`src/rtl/pdt_pkg.sv`:
```
package pdt_pkg;
  localparam int unsigned DATA_W = 32;

  // word offsets
  localparam int unsigned OFF_CTRL = 0;
  localparam int unsigned OFF_STAT = 1;
  localparam int unsigned OFF_LOAD = 2;
  localparam int unsigned OFF_CMP  = 3;
  localparam int unsigned OFF_CNT  = 4;

  // control bit positions
  localparam int unsigned B_EN     = 0;
  localparam int unsigned B_ENMODE = 1;
  localparam int unsigned B_CIE    = 2;
  localparam int unsigned B_RELOAD = 3;
  localparam int unsigned B_DIV_LO = 4;
  localparam int unsigned B_SWRST  = 16;
  localparam int unsigned B_OVWR   = 17;
  localparam int unsigned B_SRC_LO = 24;

  localparam logic [DATA_W-1:0] CTRL_WMASK = 32'h033E_FFFF;
  localparam logic [DATA_W-1:0] CTRL_KEEP  = 32'h003C_0003;
  localparam logic [DATA_W-1:0] ALL_ONES   = '1;
endpackage

```
`src/rtl/pdt_prescale.sv`:
```
module pdt_prescale #(
  parameter int unsigned DIV_W = 12,
  parameter int unsigned SRC_W = 2,
  localparam int unsigned N_SRC = (1 << SRC_W) - 1
) (
  input  logic             clk,
  input  logic             rst_n,
  input  logic             run,
  input  logic [SRC_W-1:0] src_sel,
  input  logic [N_SRC-1:0] tick_in,
  input  logic [DIV_W-1:0] div,
  output logic             step
);
  logic [N_SRC:0]   src_vec;
  logic             tick;
  logic [DIV_W-1:0] pcnt;

  assign src_vec = {tick_in, 1'b0};  // source 0 selects a constant zero
  assign tick    = src_vec[src_sel];
  assign step    = run && tick && (pcnt >= div);

  always_ff @(posedge clk or negedge rst_n) begin
    if (!rst_n)       pcnt <= '0;
    else if (!run)    pcnt <= '0;
    else if (step)    pcnt <= '0;
    else if (tick)    pcnt <= pcnt + 1'b1;
  end
endmodule

```
`src/rtl/pdt_counter.sv`:
```
module pdt_counter #(
  parameter int unsigned W = 32
) (
  input  logic         clk,
  input  logic         rst_n,
  input  logic         step,
  input  logic         reload_mode,
  input  logic [W-1:0] load_val,
  input  logic [W-1:0] cmp_val,
  input  logic         force_en,
  input  logic [W-1:0] force_val,
  output logic [W-1:0] cnt,
  output logic         hit
);
  logic [W-1:0] nxt;

  always_comb begin
    if (cnt == '0) nxt = reload_mode ? load_val : '1;
    else           nxt = cnt - 1'b1;
  end

  assign hit = step && !force_en && (nxt == cmp_val);

  always_ff @(posedge clk or negedge rst_n) begin
    if (!rst_n)        cnt <= '1;
    else if (force_en) cnt <= force_val;
    else if (step)     cnt <= nxt;
  end
endmodule

```
`src/rtl/pdt_regs.sv`:
```
module pdt_regs
  import pdt_pkg::*;
#(
  parameter int unsigned ADDR_W = 3
) (
  input  logic              clk,
  input  logic              rst_n,
  input  logic              reg_wr,
  input  logic [ADDR_W-1:0] reg_addr,
  input  logic [DATA_W-1:0] reg_wdata,
  input  logic              hit,
  input  logic [DATA_W-1:0] cnt_val,
  output logic [DATA_W-1:0] ctrl_q,
  output logic [DATA_W-1:0] load_q,
  output logic [DATA_W-1:0] cmp_q,
  output logic              flag_q,
  output logic              irq,
  output logic              cnt_force,
  output logic [DATA_W-1:0] cnt_fval,
  output logic [DATA_W-1:0] reg_rdata
);
  localparam logic [ADDR_W-1:0] A_CTRL = ADDR_W'(OFF_CTRL);
  localparam logic [ADDR_W-1:0] A_STAT = ADDR_W'(OFF_STAT);
  localparam logic [ADDR_W-1:0] A_LOAD = ADDR_W'(OFF_LOAD);
  localparam logic [ADDR_W-1:0] A_CMP  = ADDR_W'(OFF_CMP);
  localparam logic [ADDR_W-1:0] A_CNT  = ADDR_W'(OFF_CNT);

  logic              wr_ctrl, wr_stat, wr_load, wr_cmp, swr, en_rise;
  logic [DATA_W-1:0] ctrl_new;

  assign wr_ctrl = reg_wr && (reg_addr == A_CTRL);
  assign wr_stat = reg_wr && (reg_addr == A_STAT);
  assign wr_load = reg_wr && (reg_addr == A_LOAD);
  assign wr_cmp  = reg_wr && (reg_addr == A_CMP);
  assign swr     = wr_ctrl && reg_wdata[B_SWRST];

  assign ctrl_new = swr ? (reg_wdata & CTRL_KEEP) : (reg_wdata & CTRL_WMASK);
  assign en_rise  = wr_ctrl && ctrl_new[B_EN] && !ctrl_q[B_EN];

  // counter overrides, most specific first
  always_comb begin
    cnt_force = 1'b0;
    cnt_fval  = ALL_ONES;
    if (swr) begin
      cnt_force = 1'b1;
    end else if (en_rise && ctrl_new[B_ENMODE]) begin
      cnt_force = 1'b1;
      cnt_fval  = ctrl_new[B_RELOAD] ? load_q : ALL_ONES;
    end else if (wr_load && ctrl_q[B_OVWR]) begin
      cnt_force = 1'b1;
      cnt_fval  = reg_wdata;
    end
  end

  always_ff @(posedge clk or negedge rst_n) begin
    if (!rst_n) begin
      ctrl_q <= '0;
      load_q <= ALL_ONES;
      cmp_q  <= '0;
      flag_q <= 1'b0;
    end else begin
      if (wr_ctrl) ctrl_q <= ctrl_new;
      if (swr) begin
        load_q <= ALL_ONES;
        cmp_q  <= '0;
        flag_q <= 1'b0;
      end else begin
        if (wr_load) load_q <= reg_wdata;
        if (wr_cmp)  cmp_q  <= reg_wdata;
        if (hit)                          flag_q <= 1'b1;
        else if (wr_stat && reg_wdata[0]) flag_q <= 1'b0;
      end
    end
  end

  assign irq = flag_q && ctrl_q[B_CIE] && ctrl_q[B_EN];

  always_comb begin
    unique case (reg_addr)
      A_CTRL:  reg_rdata = ctrl_q;
      A_STAT:  reg_rdata = {{(DATA_W-1){1'b0}}, flag_q};
      A_LOAD:  reg_rdata = load_q;
      A_CMP:   reg_rdata = cmp_q;
      A_CNT:   reg_rdata = cnt_val;
      default: reg_rdata = '0;
    endcase
  end
endmodule

```
`src/rtl/pdt_timer.sv`:
```
module pdt_timer
  import pdt_pkg::*;
#(
  parameter int unsigned ADDR_W = 3,
  parameter int unsigned DIV_W  = 12,
  parameter int unsigned SRC_W  = 2,
  localparam int unsigned N_SRC = (1 << SRC_W) - 1
) (
  input  logic              clk,
  input  logic              rst_n,
  input  logic [N_SRC-1:0]  tick_in,
  input  logic              reg_wr,
  input  logic [ADDR_W-1:0] reg_addr,
  input  logic [DATA_W-1:0] reg_wdata,
  output logic [DATA_W-1:0] reg_rdata,
  output logic              irq
);
  logic [DATA_W-1:0] ctrl_q, load_q, cmp_q, cnt_q, cnt_fval;
  logic              flag_q, cnt_force, step, hit, run;

  pdt_regs #(.ADDR_W(ADDR_W)) i_regs (
    .clk(clk), .rst_n(rst_n), .reg_wr(reg_wr), .reg_addr(reg_addr),
    .reg_wdata(reg_wdata), .hit(hit), .cnt_val(cnt_q), .ctrl_q(ctrl_q),
    .load_q(load_q), .cmp_q(cmp_q), .flag_q(flag_q), .irq(irq),
    .cnt_force(cnt_force), .cnt_fval(cnt_fval), .reg_rdata(reg_rdata)
  );

  assign run = ctrl_q[B_EN] && (ctrl_q[B_SRC_LO +: SRC_W] != '0);

  pdt_prescale #(.DIV_W(DIV_W), .SRC_W(SRC_W)) i_pre (
    .clk(clk), .rst_n(rst_n), .run(run),
    .src_sel(ctrl_q[B_SRC_LO +: SRC_W]), .tick_in(tick_in),
    .div(ctrl_q[B_DIV_LO +: DIV_W]), .step(step)
  );

  pdt_counter #(.W(DATA_W)) i_cnt (
    .clk(clk), .rst_n(rst_n), .step(step), .reload_mode(ctrl_q[B_RELOAD]),
    .load_val(load_q), .cmp_val(cmp_q), .force_en(cnt_force),
    .force_val(cnt_fval), .cnt(cnt_q), .hit(hit)
  );
endmodule

```
`config.mk`:
```
export PLATFORM = sky130hd
export DESIGN_NAME = pdt_timer
export DESIGN_NICKNAME = d
export VERILOG_FILES = /design/src/rtl/pdt_pkg.sv /design/src/rtl/pdt_prescale.sv /design/src/rtl/pdt_counter.sv /design/src/rtl/pdt_regs.sv /design/src/rtl/pdt_timer.sv
export SDC_FILE = /design/constraint.sdc
export NUM_CORES = 1
export LEC_CHECK = 0
export ABC_AREA = 1
export BUFFER_PORTS_ARGS = -buffer_cell sky130_fd_sc_hd__buf_2
export CAP_MARGIN = 30
export CORE_UTILIZATION = 28
export DETAILED_ROUTE_END_ITERATION = 10
export SLEW_MARGIN = 20
export SYNTH_ARGS = -nofsm -noshare
export SYNTH_HDL_FRONTEND = slang
export SYNTH_SLANG_ARGS = --single-unit
```
`constraint.sdc`:
```
create_clock -name clk -period 3.6 [get_ports clk]
set_input_delay 0.72 -clock clk [delete_from_list [all_inputs] [get_ports clk]]
set_output_delay 0.72 -clock clk [all_outputs]
set_load 0.01 [all_outputs]
```
# Word-level counts from Yosys, hierarchy flattened
# Index checks and enable logic that the tools add are counted.
# word_totals
in_bits,41
regBits,141
out_inout_bits,33
wordCells,67
# op_classes
n_addsub,2
n_reduce_logical,26
muxes,25
n_eq_ne,6
n_lt_le_gt_ge,2
# ops
op,n
32-bit 2-to-1 mux,12
32-bit case mux with 5 select lines,1
12-bit 2-to-1 mux,3
32-bit equality test,1
32-bit zero test,1
"32-bit by 1-bit subtractor with 32-bit output, second input constant",1
26-bit 2-to-1 mux,1
1-bit logical AND,17
"12-bit by 1-bit adder with 12-bit output, second input constant",1
12-bit greater-or-equal comparator,1
2-bit nonzero test,4
1-bit 2-to-1 mux,7
"3-bit by 2-bit equality test with 1-bit output, second input constant",2
"3-bit by 1-bit equality test with 1-bit output, second input constant",1
"3-bit equality test, second input constant",1
3-bit zero test,1
"2-bit by 3-bit < comparator with 1-bit output, second input constant",1
"3-bit by 2-bit inequality test with 1-bit output, second input constant",1
3-bit nonzero test,1
1-bit binary-select mux with 2-bit select,1
1-bit zero test,2

# Logic depth before layout (Yosys ltp)
# logic_depth
ltp_word,14
depth_mapped,18
depth_no_buf,18

# Modules after synthesis
# From an unflattened synthesis, not the netlist that was laid out.
# hier_totals
cells_unflattened,1687
area_unflattened_um2,10590.2
# by_module_without_submodules
module,instances,area_per_inst_um2,cells_each,seq_area_each_um2
pdt_regs,1,5570.3,847,2242.2
pdt_counter,1,3791.1,656,840.8
pdt_prescale,1,1217.4,181,300.3
pdt_timer,1,11.3,3,0.0

# Least setup slack after synthesis
# OpenSTA, ideal clock, no wires.
# synth_timing
path_kind,in2out
from,input reg_addr[0]
to,output reg_rdata[10]
required_ps,2880
path_buffers,1
path_slack_ps,1067
path_stages,7
arrival_ps,1813
path_cell_list,inv_1 nor3_1 clkinv_1 clkbuf_1 o22ai_1 a21oi_1 o21ai_0
# synth_between
elab_chain_cells,2
elab_cells_between_ends,6
cone_classes,eq/ne: 4; mux: 1; reduce/logical: 1
# synth_lines
item,line_no,rtl
from (decl),pdt_timer.sv:13,"input logic [ADDR_W-1:0] reg_addr,"
3-bit equality test (tied with other cells),pdt_regs.sv:79,unique case (reg_addr)
32-bit case mux with 5 select lines (*),pdt_regs.sv:79,
to (decl),pdt_timer.sv:15,"output logic [DATA_W-1:0] reg_rdata,"
# Every way passes the cells marked *; elsewhere a longest branch is shown, timed or not.

# Worst setup path in the final report
# layout_timing
from,register i_regs.ctrl_q[3]
to,output reg_rdata[3]
# layout_between
elab_chain_cells,1
# layout_lines
item,line_no,rtl
from (decl),pdt_regs.sv:13,"output logic [DATA_W-1:0] ctrl_q,"
from (signal assigned),pdt_regs.sv:62,if (wr_ctrl) ctrl_q <= ctrl_new;
32-bit case mux with 5 select lines,pdt_regs.sv:79,
# No other way between the ends.

==> results.json <==
{
  "drt_iter0_markers": 876,
  "first_pass_iters": 8,
  "setup_violations": 0,
  "p_seq_share_pct": 38.4,
  "worst_setup_path_start_kind": "flip-flop",
  "pin_count": 74,
  "tightest_slew_ns": 0.770,
  "power_switching_mw": 2.36,
  "rr_worst_depth": 16,
  "nFillCells": 3435,
  "core_um2": 31700,
  "diodes": 0,
  "finalNetCount": 1425,
  "clkPwrFrac_pct": 30.6,
  "synth_top_area_share_pct": 18.7,
  "reg2reg_from": "i_cnt.cnt[0]",
  "cts.sinks": 132,
  "grt_start_max_net_pins": 70,
  "ys_top_cells_by_area": "dfrtp_1 (19%), dfstp_2 (19%), nand2_1 (13%)",
  "p_leak_nw": 4.77,
  "dieArea_um2": 33200,
  "holdWs_ns": 0.193,
  "cp_max_fo": 15,
  "reg2reg_to": "i_regs.flag_q",
  "utilization_pct": 33.3,
  "cts_hold_buf": 0,
  "clk_latency_ns": 0.45,
  "synth.most_common_cell": "nand2_1",
  "grt_pass1_vias": 9257,
  "power_density_nw_per_um2": 586,
  "yosys_register_bits": 132,
  "start_util_pct": 28.6,
  "slowest_delay_ns": 0.69,
  "drv_cap": 0,
  "grt.met1_usage_pct": 26.4,
  "ys_seq_area_share_pct": 37.2,
  "grt_pass1_wl_um": 52000,
  "layout-drive-gt1-share_pct": 18.4,
  "rsz0062_at_grt": "false",
  "dieHeight_um": 182,
  "finalSetupTns_ns": 0,
  "fmax_mhz": 313,
  "antenna_found_initial": 0,
  "critPathKind": "flip-flop to output pin",
  "power.internal_mw": 3.82,
  "busiest_layer": "met2",
  "min_period_ns": 3.20,
  "grt_util_met3_pct": 4.07,
  "ant_nets": 0,
  "critPathTopFamily": "buffers and inverters",
  "use_met2_pct": 32.3,
  "via_count": 9380,
  "rows": 65,
  "synthCells": 1307,
  "synth-edff-count": 0,
  "cts_tree": "yes",
  "postCtsSetupBuffers": 0,
  "ys_types": 42,
  "required_ns": 2.88,
  "syn_nets": 1363,
  "ctsResizeCount": 0,
  "relSlewSlack_pct": 48.6,
  "hp-class": "primary input to async pin",
  "clkTransAtPathRegs_ns": 0.06,
  "routed_wl_um": 33100,
  "cp_num_buf_inv": 2,
  "finalHoldViolCount": 0,
  "io_buffers": 73,
  "place_area_um2": 9910,
  "ir_drop_uv": 381,
  "yosys-top-cells-count": "nand2_1 (322), o21ai_0 (163), inv_1 (142)",
  "die_x_um": 182,
  "drc": 0,
  "switching_share_pct": 38.2,
  "avgSynthCellArea_um2": 6.95,
  "synthFlopType": "dfrtp_1",
  "wl_per_cell_um": 18.6,
  "overflow": 0,
  "htreeDepth": 4,
  "maxSlewViolCount": 0,
  "ys_warn_count": 0,
  "slowest_stage": "dfrtp_1",
  "via_per_inst": 5.26,
  "critPathCaptureType": "output pin",
  "outcome": "finished, final reports clean",
  "path_cells": "inv_1 > o21ai_0 > buf_2",
  "numCtsBuffers": 17,
  "syn_area_um2": 9080,
  "worst-r2r-setup-slack_ns": 0.80,
  "finalInstanceArea_um2": 10600,
  "gp_congestion": 0.994,
  "cts_root_buffer": "clkbuf_16",
  "cts_buffer_depth": 2,
  "post-route-period-util_pct": 88.8,
  "arrival_ns": 2.48,
  "grt.total_usage_pct": 20.4,
  "hpwl_um": 24100,
  "async_flop_share_pct": 100,
  "area_delta_synth_final_pct": 16.2,
  "clock_skew_ns": 0.0111,
  "combPwrFrac_pct": 31.0,
  "yosysTopAreaCell": "dfrtp_1"
}
## stage by stage
step	worst slack, ns	total power, mW	cells
finish	0.402	6.19	1784
CTS	0.462	6.18	1783
global route	0.353	6.55	1784
global placement	0.347	4.25	1749
detailed placement	0.471	4.27	1751
floorplan	1.07	3.59	1307
## layout make-up
class | instances | area (µm²) | share of cell area (%)
Tap cell | 402 | 503 | 4.77
Inverter | 154 | 579 | 5.49
Multi-Input combinational cell | 961 | 4820 | 45.7
Sequential cell | 132 | 3380 | 32.1
Timing Repair Buffer | 103 | 644 | 6.11
Clock buffer | 19 | 443 | 4.20
Clock inverter | 13 | 183 | 1.73
## cells by family after synthesis
group	synth area share, %
adder cells (fa/ha/maj)	2.07
multiplexers	0.110
buffers and inverters	9.77
AO/OA/AOI/OAI	19.4
AND/OR/NAND/NOR	30.1
XOR/XNOR	1.35
flip-flops	37.2
## routing by layer
metal / share of wire, % / wire (µm) / vias to the layer above
met4: 3.9 / 1280 / 0
met1: 43 / 14300 / 4460
met2: 46 / 15200 / 378
met3: 7.0 / 2320 / 78
li1: - / - / 4464
met5: 0 / 0 / -
## worst max path at each step
stage                          endpoint             start  cells after the start  slack, ns
after floorplan           reg_rdata[10]       reg_addr[0]                      7       1.07
after global placement     reg_rdata[9]       reg_addr[0]                      9       0.35
after detailed placement   reg_rdata[3]       reg_addr[0]                      9       0.47
after CTS                  reg_rdata[3]  i_regs.ctrl_q[3]                      3       0.46
after global routing       reg_rdata[3]       reg_addr[0]                     10       0.35
final                      reg_rdata[3]  i_regs.ctrl_q[3]                      3       0.40
## sequential cells by signal, indices dropped and copies added (netlist names)
name           count
i_regs.flag_q      1
i_cnt.cnt         32
i_regs.ctrl_q     23
i_pre.pcnt        12
i_regs.cmp_q      32
i_regs.load_q     32
## cells in the final DEF, fill, tap and decap left out, types with 3 or more instances in the layout
cell	synthesis	layout
nand2_1	322	322
o21ai_0	163	163
inv_1	142	142
nor2_1	136	136
nand3_1	99	99
buf_2	12	72
dfrtp_1	68	68
dfstp_2	64	64
a21oi_1	52	52
o22ai_1	34	34
o221ai_1	33	33
buf_4	5	26
clkbuf_16	0	17
ha_1	15	15
nand2_2	14	14
o21ai_1	13	13
xor2_1	12	12
nor3_1	12	11
inv_2	10	10
nor2_2	10	10
nor2_4	9	9
a22oi_1	4	4
o211ai_1	4	4
a31oi_1	4	4
nand4_1	4	4
nand3_2	4	4
bufinv_16	0	4
clkinv_2	1	3
nand2_4	3	3
clkinv_4	0	3
clkinvlp_4	0	3
## power by group through the flow
stage	combinational (mW)	clock, mW	sequential, mW
final	1.92	1.89	2.38
after global routing	2.15	1.97	2.43
after CTS	1.90	1.92	2.36
after detailed placement	1.89	0	2.38
after global placement	1.87	0	2.38
after floorplan	1.33	0	2.26
(Power assumes the default switching activity.)
